==> src/rtl/spi_regport_pkg.sv <==
package spi_regport_pkg;

  typedef enum logic {
    PH_HEADER = 1'b0,
    PH_DATA   = 1'b1
  } phase_e;

  typedef struct packed {
    logic three_wire;
    logic lsb_first;
    logic soft_rst;
  } mode_t;

  // Reverse the bit order of a byte.
  function automatic logic [7:0] bit_rev8(input logic [7:0] b);
    logic [7:0] r;
    for (int i = 0; i < 8; i++) r[i] = b[7-i];
    return r;
  endfunction

  // Bring a byte between wire order and register order.
  function automatic logic [7:0] order_byte(input logic [7:0] b, input logic lsb_first);
    return lsb_first ? bit_rev8(b) : b;
  endfunction

  // Value a register takes on reset; the mode register clears.
  function automatic logic [7:0] reg_default(input int unsigned idx);
    return (idx == 0) ? 8'h00 : 8'(idx * 37 + 3);
  endfunction

  // Each mode control is honoured from its own bit or its mirror.
  function automatic mode_t decode_mode(input logic [7:0] r0);
    mode_t m;
    m.three_wire = r0[7] | r0[0];
    m.lsb_first  = r0[6] | r0[1];
    m.soft_rst   = r0[5] | r0[2];
    return m;
  endfunction

endpackage

==> src/rtl/spi_sync.sv <==
module spi_sync #(
  parameter int W = 1,
  parameter int STAGES = 2,
  parameter logic [W-1:0] RST_VAL = '0
) (
  input  logic         clk,
  input  logic         rst,
  input  logic [W-1:0] d,
  output logic [W-1:0] q
);
  logic [STAGES-1:0][W-1:0] pipe;

  generate
    if (STAGES == 1) begin : g_single
      always_ff @(posedge clk) begin
        if (rst) pipe <= RST_VAL;
        else     pipe <= d;
      end
    end else begin : g_chain
      always_ff @(posedge clk) begin
        if (rst) pipe <= {STAGES{RST_VAL}};
        else     pipe <= {pipe[STAGES-2:0], d};
      end
    end
  endgenerate

  assign q = pipe[STAGES-1];
endmodule

==> src/rtl/spi_serial_engine.sv <==
module spi_serial_engine
  import spi_regport_pkg::*;
#(
  parameter int STALL_CYCLES = 64
) (
  input  logic       clk,
  input  logic       rst,
  input  logic       cs_n,
  input  logic       sclk,
  input  logic       sdi,
  input  logic       lsb_first,
  input  logic [7:0] rdata,
  output logic [6:0] addr,
  output logic       wr_stb,
  output logic [7:0] wdata,
  output logic       tx_bit,
  output logic       drive,
  output logic       hdr_done,
  output logic       abort,
  output logic       stall_end
);
  localparam int CNT_W = $clog2(STALL_CYCLES + 1);
  localparam logic [CNT_W-1:0] STALL_LAST = CNT_W'(STALL_CYCLES - 1);

  phase_e           phase;
  logic [2:0]       bit_cnt;
  logic [7:0]       rx_sh, tx_sh;
  logic             is_read, load_pend, tx_valid, sclk_q;
  logic [CNT_W-1:0] stall_cnt;

  logic       rise, fall, byte_done, data_done;
  logic [7:0] rx_next, rx_byte;

  assign rise      = !cs_n && sclk && !sclk_q;
  assign fall      = !cs_n && !sclk && sclk_q;
  assign rx_next   = {rx_sh[6:0], sdi};
  assign rx_byte   = order_byte(rx_next, lsb_first);
  assign byte_done = rise && (bit_cnt == 3'd7);
  assign hdr_done  = byte_done && (phase == PH_HEADER);
  assign data_done = byte_done && (phase == PH_DATA);
  assign wr_stb    = data_done && !is_read;
  assign wdata     = rx_byte;
  assign abort     = cs_n && (bit_cnt != 3'd0);
  assign stall_end = cs_n && (bit_cnt == 3'd0) && (phase == PH_DATA) &&
                     (stall_cnt == STALL_LAST);
  assign drive     = tx_valid && !cs_n;

  always_ff @(posedge clk) begin
    if (rst) begin
      phase     <= PH_HEADER;
      bit_cnt   <= 3'd0;
      rx_sh     <= 8'h00;
      tx_sh     <= 8'h00;
      tx_bit    <= 1'b0;
      addr      <= 7'd0;
      is_read   <= 1'b0;
      load_pend <= 1'b0;
      tx_valid  <= 1'b0;
      sclk_q    <= 1'b0;
      stall_cnt <= '0;
    end else begin
      sclk_q <= sclk;
      if (abort || stall_end) begin
        phase     <= PH_HEADER;
        bit_cnt   <= 3'd0;
        is_read   <= 1'b0;
        load_pend <= 1'b0;
        tx_valid  <= 1'b0;
        stall_cnt <= '0;
      end else begin
        stall_cnt <= (cs_n && phase == PH_DATA) ? stall_cnt + 1'b1 : '0;
        if (load_pend) begin
          tx_sh     <= order_byte(rdata, lsb_first);
          load_pend <= 1'b0;
        end
        if (rise) begin
          rx_sh   <= rx_next;
          bit_cnt <= bit_cnt + 3'd1;
        end
        if (hdr_done) begin
          phase     <= PH_DATA;
          addr      <= rx_byte[6:0];
          is_read   <= rx_byte[7];
          load_pend <= rx_byte[7];
          tx_valid  <= 1'b0;
        end
        if (data_done) begin
          addr      <= addr + 7'd1;
          load_pend <= is_read;
        end
        if (fall && phase == PH_DATA && is_read) begin
          tx_bit   <= tx_sh[7];
          tx_sh    <= {tx_sh[6:0], 1'b0};
          tx_valid <= 1'b1;
        end
      end
    end
  end

  // A mid-byte chip-select release leaves the engine waiting for a header.
  assert_abort_to_header_R6: assert property (@(posedge clk) disable iff (rst)
    abort |=> (phase == PH_HEADER && bit_cnt == 3'd0));

  // A completed header always moves on to the data phase.
  assert_header_opens_data_R1: assert property (@(posedge clk) disable iff (rst)
    hdr_done |=> (phase == PH_DATA));

  // Output is driven only while read data is being returned.
  assert_drive_only_read_R7: assert property (@(posedge clk) disable iff (rst)
    drive |-> (is_read && phase == PH_DATA));

  // A pause that outlasts the limit closes the transfer.
  assert_stall_closes_R6: assert property (@(posedge clk) disable iff (rst)
    stall_end |=> (phase == PH_HEADER && !is_read));
endmodule

==> src/rtl/spi_reg_bank.sv <==
module spi_reg_bank
  import spi_regport_pkg::*;
#(
  parameter int NUM_REGS = 16
) (
  input  logic       clk,
  input  logic       rst,
  input  logic       wr_stb,
  input  logic [6:0] waddr,
  input  logic [7:0] wdata,
  input  logic [6:0] raddr,
  output logic [7:0] rdata,
  output logic       three_wire,
  output logic       lsb_first,
  output logic       soft_rst
);
  localparam int IDX_W = (NUM_REGS > 1) ? $clog2(NUM_REGS) : 1;

  logic [7:0] regs [NUM_REGS];
  mode_t      mode;

  assign mode       = decode_mode(regs[0]);
  assign three_wire = mode.three_wire;
  assign lsb_first  = mode.lsb_first;
  assign soft_rst   = mode.soft_rst;

  generate
    for (genvar g = 0; g < NUM_REGS; g++) begin : g_reg
      localparam logic [6:0] MY_ADDR = 7'(g);
      localparam logic [7:0] DEF     = reg_default(g);
      logic [7:0] q;
      logic       hit;
      assign hit     = wr_stb && (waddr == MY_ADDR);
      assign regs[g] = q;
      if (g == 0) begin : g_mode
        always_ff @(posedge clk) begin
          if (rst)      q <= DEF;
          else if (hit) q <= wdata;
        end
      end else begin : g_cfg
        always_ff @(posedge clk) begin
          if (rst || soft_rst) q <= DEF;
          else if (hit)        q <= wdata;
        end
      end
    end
  endgenerate

  always_comb begin
    rdata = 8'h00;
    if ({1'b0, raddr} < 8'(NUM_REGS)) rdata = regs[raddr[IDX_W-1:0]];
  end

  // A write to the mode register lands on the strobe cycle.
  assert_mode_write_now_R3: assert property (@(posedge clk) disable iff (rst)
    (wr_stb && waddr == 7'd0) |=> (regs[0] == $past(wdata)));

  generate
    if (NUM_REGS > 1) begin : g_soft_chk
      // Software reset pins the configuration registers to defaults.
      assert_soft_reset_hold_R10: assert property (@(posedge clk) disable iff (rst)
        soft_rst |=> (regs[1] == reg_default(1)));
    end
  endgenerate
endmodule

==> src/rtl/spi_regport.sv <==
module spi_regport
  import spi_regport_pkg::*;
#(
  parameter int NUM_REGS     = 16,
  parameter int SYNC_STAGES  = 2,
  parameter int STALL_CYCLES = 64
) (
  input  logic clk,
  input  logic rst_n,
  input  logic hw_reset,
  input  logic cs_n,
  input  logic sclk,
  input  logic sdi,
  output logic sdo,
  output logic sdo_oe,
  output logic sdio_out,
  output logic sdio_oe
);
  logic       rst_core;
  logic [2:0] pins_s;
  logic [6:0] addr;
  logic [7:0] wdata, rdata;
  logic       wr_stb, tx_bit, drive, hdr_done, abort, stall_end;
  logic       three_wire, lsb_first, soft_rst;

  assign rst_core = !rst_n || hw_reset;

  spi_sync #(.W(3), .STAGES(SYNC_STAGES), .RST_VAL(3'b100)) u_sync (
    .clk (clk),
    .rst (rst_core),
    .d   ({cs_n, sclk, sdi}),
    .q   (pins_s)
  );

  spi_serial_engine #(.STALL_CYCLES(STALL_CYCLES)) u_engine (
    .clk       (clk),
    .rst       (rst_core),
    .cs_n      (pins_s[2]),
    .sclk      (pins_s[1]),
    .sdi       (pins_s[0]),
    .lsb_first (lsb_first),
    .rdata     (rdata),
    .addr      (addr),
    .wr_stb    (wr_stb),
    .wdata     (wdata),
    .tx_bit    (tx_bit),
    .drive     (drive),
    .hdr_done  (hdr_done),
    .abort     (abort),
    .stall_end (stall_end)
  );

  spi_reg_bank #(.NUM_REGS(NUM_REGS)) u_bank (
    .clk        (clk),
    .rst        (rst_core),
    .wr_stb     (wr_stb),
    .waddr      (addr),
    .wdata      (wdata),
    .raddr      (addr),
    .rdata      (rdata),
    .three_wire (three_wire),
    .lsb_first  (lsb_first),
    .soft_rst   (soft_rst)
  );

  assign sdo      = tx_bit;
  assign sdo_oe   = drive && !three_wire;
  assign sdio_out = tx_bit;
  assign sdio_oe  = drive && three_wire;

  // A write strobe never coincides with a header or an abort.
  assert_write_not_header_R1: assert property (@(posedge clk) disable iff (rst_core)
    wr_stb |-> (!hdr_done && !abort && !stall_end));

  // The enables go quiet in the cycle after chip-select is seen high.
  assert_quiet_when_deselected_R7: assert property (@(posedge clk) disable iff (rst_core)
    $rose(pins_s[2]) |=> (!sdo_oe && !sdio_oe));
endmodule

==> config.mk <==
export PLATFORM = sky130hd
export DESIGN_NAME = spi_regport
export DESIGN_NICKNAME = d
export VERILOG_FILES = /design/src/rtl/spi_regport_pkg.sv /design/src/rtl/spi_sync.sv /design/src/rtl/spi_serial_engine.sv /design/src/rtl/spi_reg_bank.sv /design/src/rtl/spi_regport.sv
export SDC_FILE = /design/constraint.sdc
export NUM_CORES = 1
export LEC_CHECK = 0
export CORE_ASPECT_RATIO = 1.1
export CORE_MARGIN = 5
export CORE_UTILIZATION = 30
export CTS_CLUSTER_DIAMETER = 30
export CTS_CLUSTER_SIZE = 40
export DETAILED_ROUTE_END_ITERATION = 10
export DONT_BUFFER_PORTS = 1
export HOLD_SLACK_MARGIN = 0.08
export SYNTH_ARGS = -nofsm -noshare
export SYNTH_HDL_FRONTEND = slang
export SYNTH_HIERARCHICAL = 1
export SYNTH_SLANG_ARGS = --single-unit
==> constraint.sdc <==
create_clock -name clk -period 2.85 [get_ports clk]
set_clock_uncertainty 0.1 [all_clocks]
set_input_delay 0.57 -clock clk [delete_from_list [all_inputs] [get_ports clk]]
set_output_delay 0.57 -clock clk [all_outputs]
set_load 0.05 [all_outputs]
==> impl_metrics.env, run 1 <==
export IMPL_p_per_area_nw_per_um2=560
export IMPL_p_seq_frac=0.468
export IMPL_layout_common_cells="dfxtp_1 (170), mux2i_1 (168), nor2_1 (88), nand2_1 (85), mux4_2 (32)"
export IMPL_ctsResizeCount=0
export IMPL_hpwlAfterDp_um=13200
export IMPL_cp_top_family="simple AND/OR/NAND/NOR gates"
export IMPL_maxSlewViolCount=0
export IMPL_cts_tree="done"
export IMPL_slowest_delay_ns=0.52
export IMPL_num_vias=5531
export IMPL_fin_ws_ns=0.400
export IMPL_ioPinCount=10
export IMPL_comb_power_share=0.016
export IMPL_die_w_um=167
export IMPL_grt_pass1_wl_um=31700
export IMPL_avgSynthCellArea_um2=10.6
export IMPL_syn_to_final_growth_pct=13.1
export IMPL_post_cts_buffers=0
export IMPL_layout_commonest_cell="dfxtp_1"
export IMPL_grt_ovfl_total=0
export IMPL_initial_core_util=0.302
export IMPL_synth_nets=775
export IMPL_place_ws_ns=0.366
export IMPL_final_layout_size_suffix_gt1_frac=0.168
export IMPL_fmax_mhz=408
export IMPL_cts_hold_buf=0
export IMPL_antenna_left=0
export IMPL_arrival_ns=2.71
export IMPL_setup_tns_final_ns=0
export IMPL_min_delay_path_class="in2reg"
export IMPL_first_pass_iters=5
export IMPL_cts_made_buffers=17
export IMPL_status="finished clean"
export IMPL_htreeDepth=4
export IMPL_p_int_mw=4.05
export IMPL_critical_path_required_ns=3.11
export IMPL_swShare=0.212
export IMPL_syn_area_um2=8130
export IMPL_antennaDiodeCount=0
export IMPL_grt_max_degree=71
export IMPL_end_kind="flip-flop"
export IMPL_slowest_stage="and4_2"
export IMPL_hold_violations=0
export IMPL_period_share=0.860
export IMPL_nets=762
export IMPL_floorplan_rows=63
export IMPL_clockBufferDepth=2
export IMPL_maxCapViolations=0
export IMPL_crit_buf_inv=1
export IMPL_tightestPinTransition_ns=0.965
export IMPL_cts_sinks=172
export IMPL_viasPerCell=4.93
export IMPL_routed_wl_um=19500
export IMPL_drc=0
export IMPL_worstSetupPathType="reg2reg"
export IMPL_grtUsageTotal=0.132
export IMPL_power_switching_mw=1.09
export IMPL_setup_viol=0
export IMPL_die_h_um=183
export IMPL_rsz0062_at_grt="no"
export IMPL_crit_top_cell="ha_1"
export IMPL_cts_root_buf="clkbuf_16"
export IMPL_worst_ir_drop_vdd_mv=0.390
export IMPL_antenna_found_initial=0
export IMPL_portBuffers=0
export IMPL_wl_per_cell_um=17.4
export IMPL_clkTransAtPathRegs_ns=0.07
export IMPL_ys_warnings_count=6
export IMPL_relSlewSlack=0.356
export IMPL_leakagePower_nw=3.68
export IMPL_path_cells="ha_1 > ha_1 > nand4bb_1 > nor3_1 > nor4b_4 > buf_12 > and4_2 > mux2i_1"
export IMPL_gp_congestion=0.780
export IMPL_syn_inst=764
export IMPL_first_global_vias=5564
export IMPL_final_min_clock_period_ns=2.45
export IMPL_clockPowerShare=0.516
export IMPL_dieArea_um2=30500
export IMPL_cp_max_fo=17
export IMPL_core_um2=26900
export IMPL_hold_ws_ns=0.144
export IMPL_drtIter0Drc=363
export IMPL_cp_start_kind="flip-flop"
export IMPL_clk_latency_ns=0.43
area by class of cell:
cell class	count	area, µm²
Fill cell	2627	17700
Tap cell	357	447
Clock inverter	13	223
Clock buffer	19	453
Sequential cell	172	3450
Inverter	10	37.5
Multi-Input combinational cell	532	4380
Timing Repair Buffer	18	198
registers in the layout, summed over array words and instances (netlist names), 3 cells and up:
register	cells
u_engine/stall_cnt	7
u_sync/q	3
u_engine/tx_sh	8
u_bank/g.q	128
u_engine/addr	7
u_engine/rx_sh	7
u_sync/pipe	3
u_engine/bit_cnt	3
through the flow:
| step | total power [mW] | std cells | cell area (µm²) | util |
|---|---|---|---|---|
| detailed placement | 2.54 | 1089 | 8510 | 0.317 |
| global placement | 2.54 | 1089 | 8510 | 0.317 |
| global route | 5.30 | 1121 | 9190 | 0.342 |
| CTS | 5.21 | 1121 | 9190 | 0.342 |
| finish | 5.14 | 1121 | 9190 | 0.342 |
| floorplan | 2.52 | 764 | 8130 | - |
worst reg2reg max path, stage by stage (launching register included):
cell and delay [ns]:
dfxtp_1 0.37, ha_1 0.16, ha_1 0.17, nand4bb_1 0.15, nor3_1 0.16, nor4b_4 0.30, buf_12 0.23, and4_2 0.52
mux2i_1 0.24
metal layers:
layer	vias up	wire [µm]	global-route usage
met3	31	691	0.0273
met1	2722	8930	0.170
met2	99	9430	0.218
met4	0	457	0.0511
li1	2679	-	-
met5	-	0	0
path summary, 6_finish.rpt:
| kind | from | endpoint | slack (ns) | cells after the start |
|---|---|---|---|---|
| setup reg to reg | u_engine/bit_cnt[0] | u_bank/g_reg[8].q[4] | 0.40 | 8 |
| hold reg to reg | u_sync/pipe[2] | u_sync/q[2] | 0.31 | 1 |
| hold / removal | cs_n | u_sync/pipe[2] | 0.14 | 1 |
| setup / recovery | u_engine/bit_cnt[0] | u_bank/g_reg[8].q[4] | 0.40 | 8 |
power by group through the flow:
stage                     clock [mW]  combinational (mW)  sequential, mW
final                           2.65              0.0832            2.41
after global routing            2.81              0.0891            2.40
after CTS                       2.72              0.0841            2.41
after detailed placement           0              0.0836            2.46
after global placement             0              0.0824            2.46
after floorplan                    0              0.0575            2.46
Note: power is estimated with default switching activity, not from simulation.
==> inputs of run 2 (changes only) <==
==> constraint.sdc (replaced) <==
create_clock -name clk -period 2.85 [get_ports clk]
set_clock_uncertainty 0.1 [all_clocks]
set_input_delay 0.4275 -clock clk [delete_from_list [all_inputs] [get_ports clk]]
set_output_delay 0.4275 -clock clk [all_outputs]
set_load 0.05 [all_outputs]
==> impl_metrics.env, run 2 (synthesis gave the netlist of run 1 again) <==
export IMPL_status="finished clean"
export IMPL_cts_tree="done"
export IMPL_grt_max_degree=46
export IMPL_maxCapViolations=0
export IMPL_final_cells=1127
export IMPL_cts_root_buf="clkbuf_16"
export IMPL_finish_utilization=0.340
export IMPL_hpwlAfterDp_um=13300
export IMPL_reg_top3="u_bank/g.q (128), u_engine/tx_sh (8)"
export IMPL_p_int_mw=3.61
export IMPL_total_power_mw=4.80
export IMPL_grtUsageTotal=0.130
export IMPL_setup_tns_final_ns=0
export IMPL_antenna_left=0
export IMPL_initial_core_util=0.302
export IMPL_final_cell_area_um2=9150
export IMPL_drc=0
export IMPL_clockPowerShare=0.481
export IMPL_routed_wl_um=19300
export IMPL_rsz0062_at_grt="no"
export IMPL_final_min_clock_period_ns=2.49
export IMPL_seq_area_um2=3450
export IMPL_tightestPinTransition_ns=0.971
export IMPL_cp_max_fo=45
export IMPL_wl_per_cell_um=17.1
export IMPL_layout_common_cells="dfxtp_1 (170), mux2i_1 (168), nor2_1 (88), nand2_1 (85), mux4_2 (32)"
export IMPL_fmax_mhz=402
export IMPL_arrival_ns=2.69
export IMPL_largest_register="u_bank/g.q"
export IMPL_viasPerCell=4.91
export IMPL_floorplan_rows=63
export IMPL_clkTransAtPathRegs_ns=0.08
export IMPL_swShare=0.249
export IMPL_placed_area_um2=8520
export IMPL_leakagePower_nw=3.65
export IMPL_die_w_um=167
export IMPL_hold_violations=0
export IMPL_critical_path_required_ns=3.05
export IMPL_cp_start_kind="flip-flop"
export IMPL_worstSetupPathType="reg2reg"
export IMPL_post_place_cells=1092
export IMPL_end_kind="flip-flop"
export IMPL_portBuffers=0
export IMPL_clockBufferDepth=2
export IMPL_p_per_area_nw_per_um2=525
export IMPL_htreeDepth=4
export IMPL_final_layout_size_suffix_gt1_frac=0.170
export IMPL_clk_latency_ns=0.43
export IMPL_gp_congestion=0.780
export IMPL_min_delay_path_class="reg2reg"
export IMPL_largest_reg_flops=128
export IMPL_worst_ir_drop_vdd_mv=0.386
export IMPL_p_seq_frac=0.501
export IMPL_nets=768
export IMPL_power_switching_mw=1.20
export IMPL_syn_to_final_growth_pct=12.5
export IMPL_maxSlewViolCount=0
export IMPL_first_global_vias=5626
export IMPL_multi_input_area_um2=4380
export IMPL_cts_sinks=172
export IMPL_core_um2=26900
export IMPL_grt_ovfl_total=0
export IMPL_setup_viol=0
export IMPL_relSlewSlack=0.352
export IMPL_drtIter0Drc=403
export IMPL_dieArea_um2=30500
export IMPL_ioPinCount=10
export IMPL_period_share=0.874
export IMPL_comb_power_share=0.019
export IMPL_antennaDiodeCount=0
export IMPL_nFillCells=2687
export IMPL_layout_commonest_cell="dfxtp_1"
export IMPL_first_pass_iters=4
export IMPL_num_vias=5536
export IMPL_grt_pass1_wl_um=31300
export IMPL_cts_made_buffers=17
export IMPL_die_h_um=183
export IMPL_ctsResizeCount=0
export IMPL_antenna_found_initial=0
[run 2: cell count changes in the layout (fill, tap and decap cells not counted), moves of 2 or more]
cell | before | now
buf_4 | 13 | 17
bufinv_16 | 5 | 0
clkbuf_8 | 2 | 0
clkinv_8 | 0 | 4
clkinvlp_4 | 0 | 2
dlygate4sd3_1 | 0 | 3
inv_6 | 6 | 3
inv_8 | 1 | 5
[run 2: cell type report]
cell class	instances	area share
clock buffer	17	0.0465
clock inverter	15	0.0183
inverter	10	0.00410
multi-input combinational	532	0.479
sequential	172	0.377
tap	357	0.0488
timing repair buffer	24	0.0260
[run 2: worst paths after layout]
path	cells after the start	to	start	slack (ns)
max	8	u_engine/tx_sh[1]	u_engine/addr[0]	0.36
min	1	u_sync/q[2]	u_sync/pipe[2]	0.30
max reg2reg	8	u_engine/tx_sh[1]	u_engine/addr[0]	0.36
min reg2reg	1	u_sync/q[2]	u_sync/pipe[2]	0.30
[run 2: critical path, cell delays in order, from the launching register on]
cell	delay, ns
dfxtp_2	0.34
buf_12	0.32
mux4_2	0.55
mux2i_1	0.28
o22ai_1	0.19
mux2i_1	0.18
o21ai_0	0.13
o211ai_1	0.12
mux2i_1	0.10
[run 2: metal layers]
| layer | GRT usage | vias up | part of all wire |
|---|---|---|---|
| met1 | 0.167 | 2728 | 0.47 |
| met3 | 0.0269 | 26 | 0.031 |
| met2 | 0.216 | 96 | 0.48 |
| met4 | 0.0445 | 0 | 0.022 |
| li1 | - | 2686 | - |
| met5 | 0 | - | 0 |
[run 2: per-stage QoR]
stage	hold WS, ns	setup WS [ns]
finish	0.296	0.360
global route	0.301	0.188
CTS	0.299	0.379
detailed placement	0.288	0.393
global placement	0.301	0.399
floorplan	0.283	0.423
[run 2: power by group through the flow]
stage          Clock (mW)  Combinational [mW]  Sequential [mW]
4_1_cts              2.37              0.0912             2.40
3_3_place_gp            0              0.0890             2.46
2_1_floorplan           0              0.0575             2.46
3_5_place_dp            0              0.0874             2.46
5_1_grt              2.47              0.0975             2.40
6_report             2.31              0.0900             2.40
[run 2: timing repair]
| action | in CTS | in global routing |
|---|---|---|
| endpoints found under the hold margin | 3 | 0 |
| setup buffers | 0 | 0 |
| hold buffers | 3 | 0 |
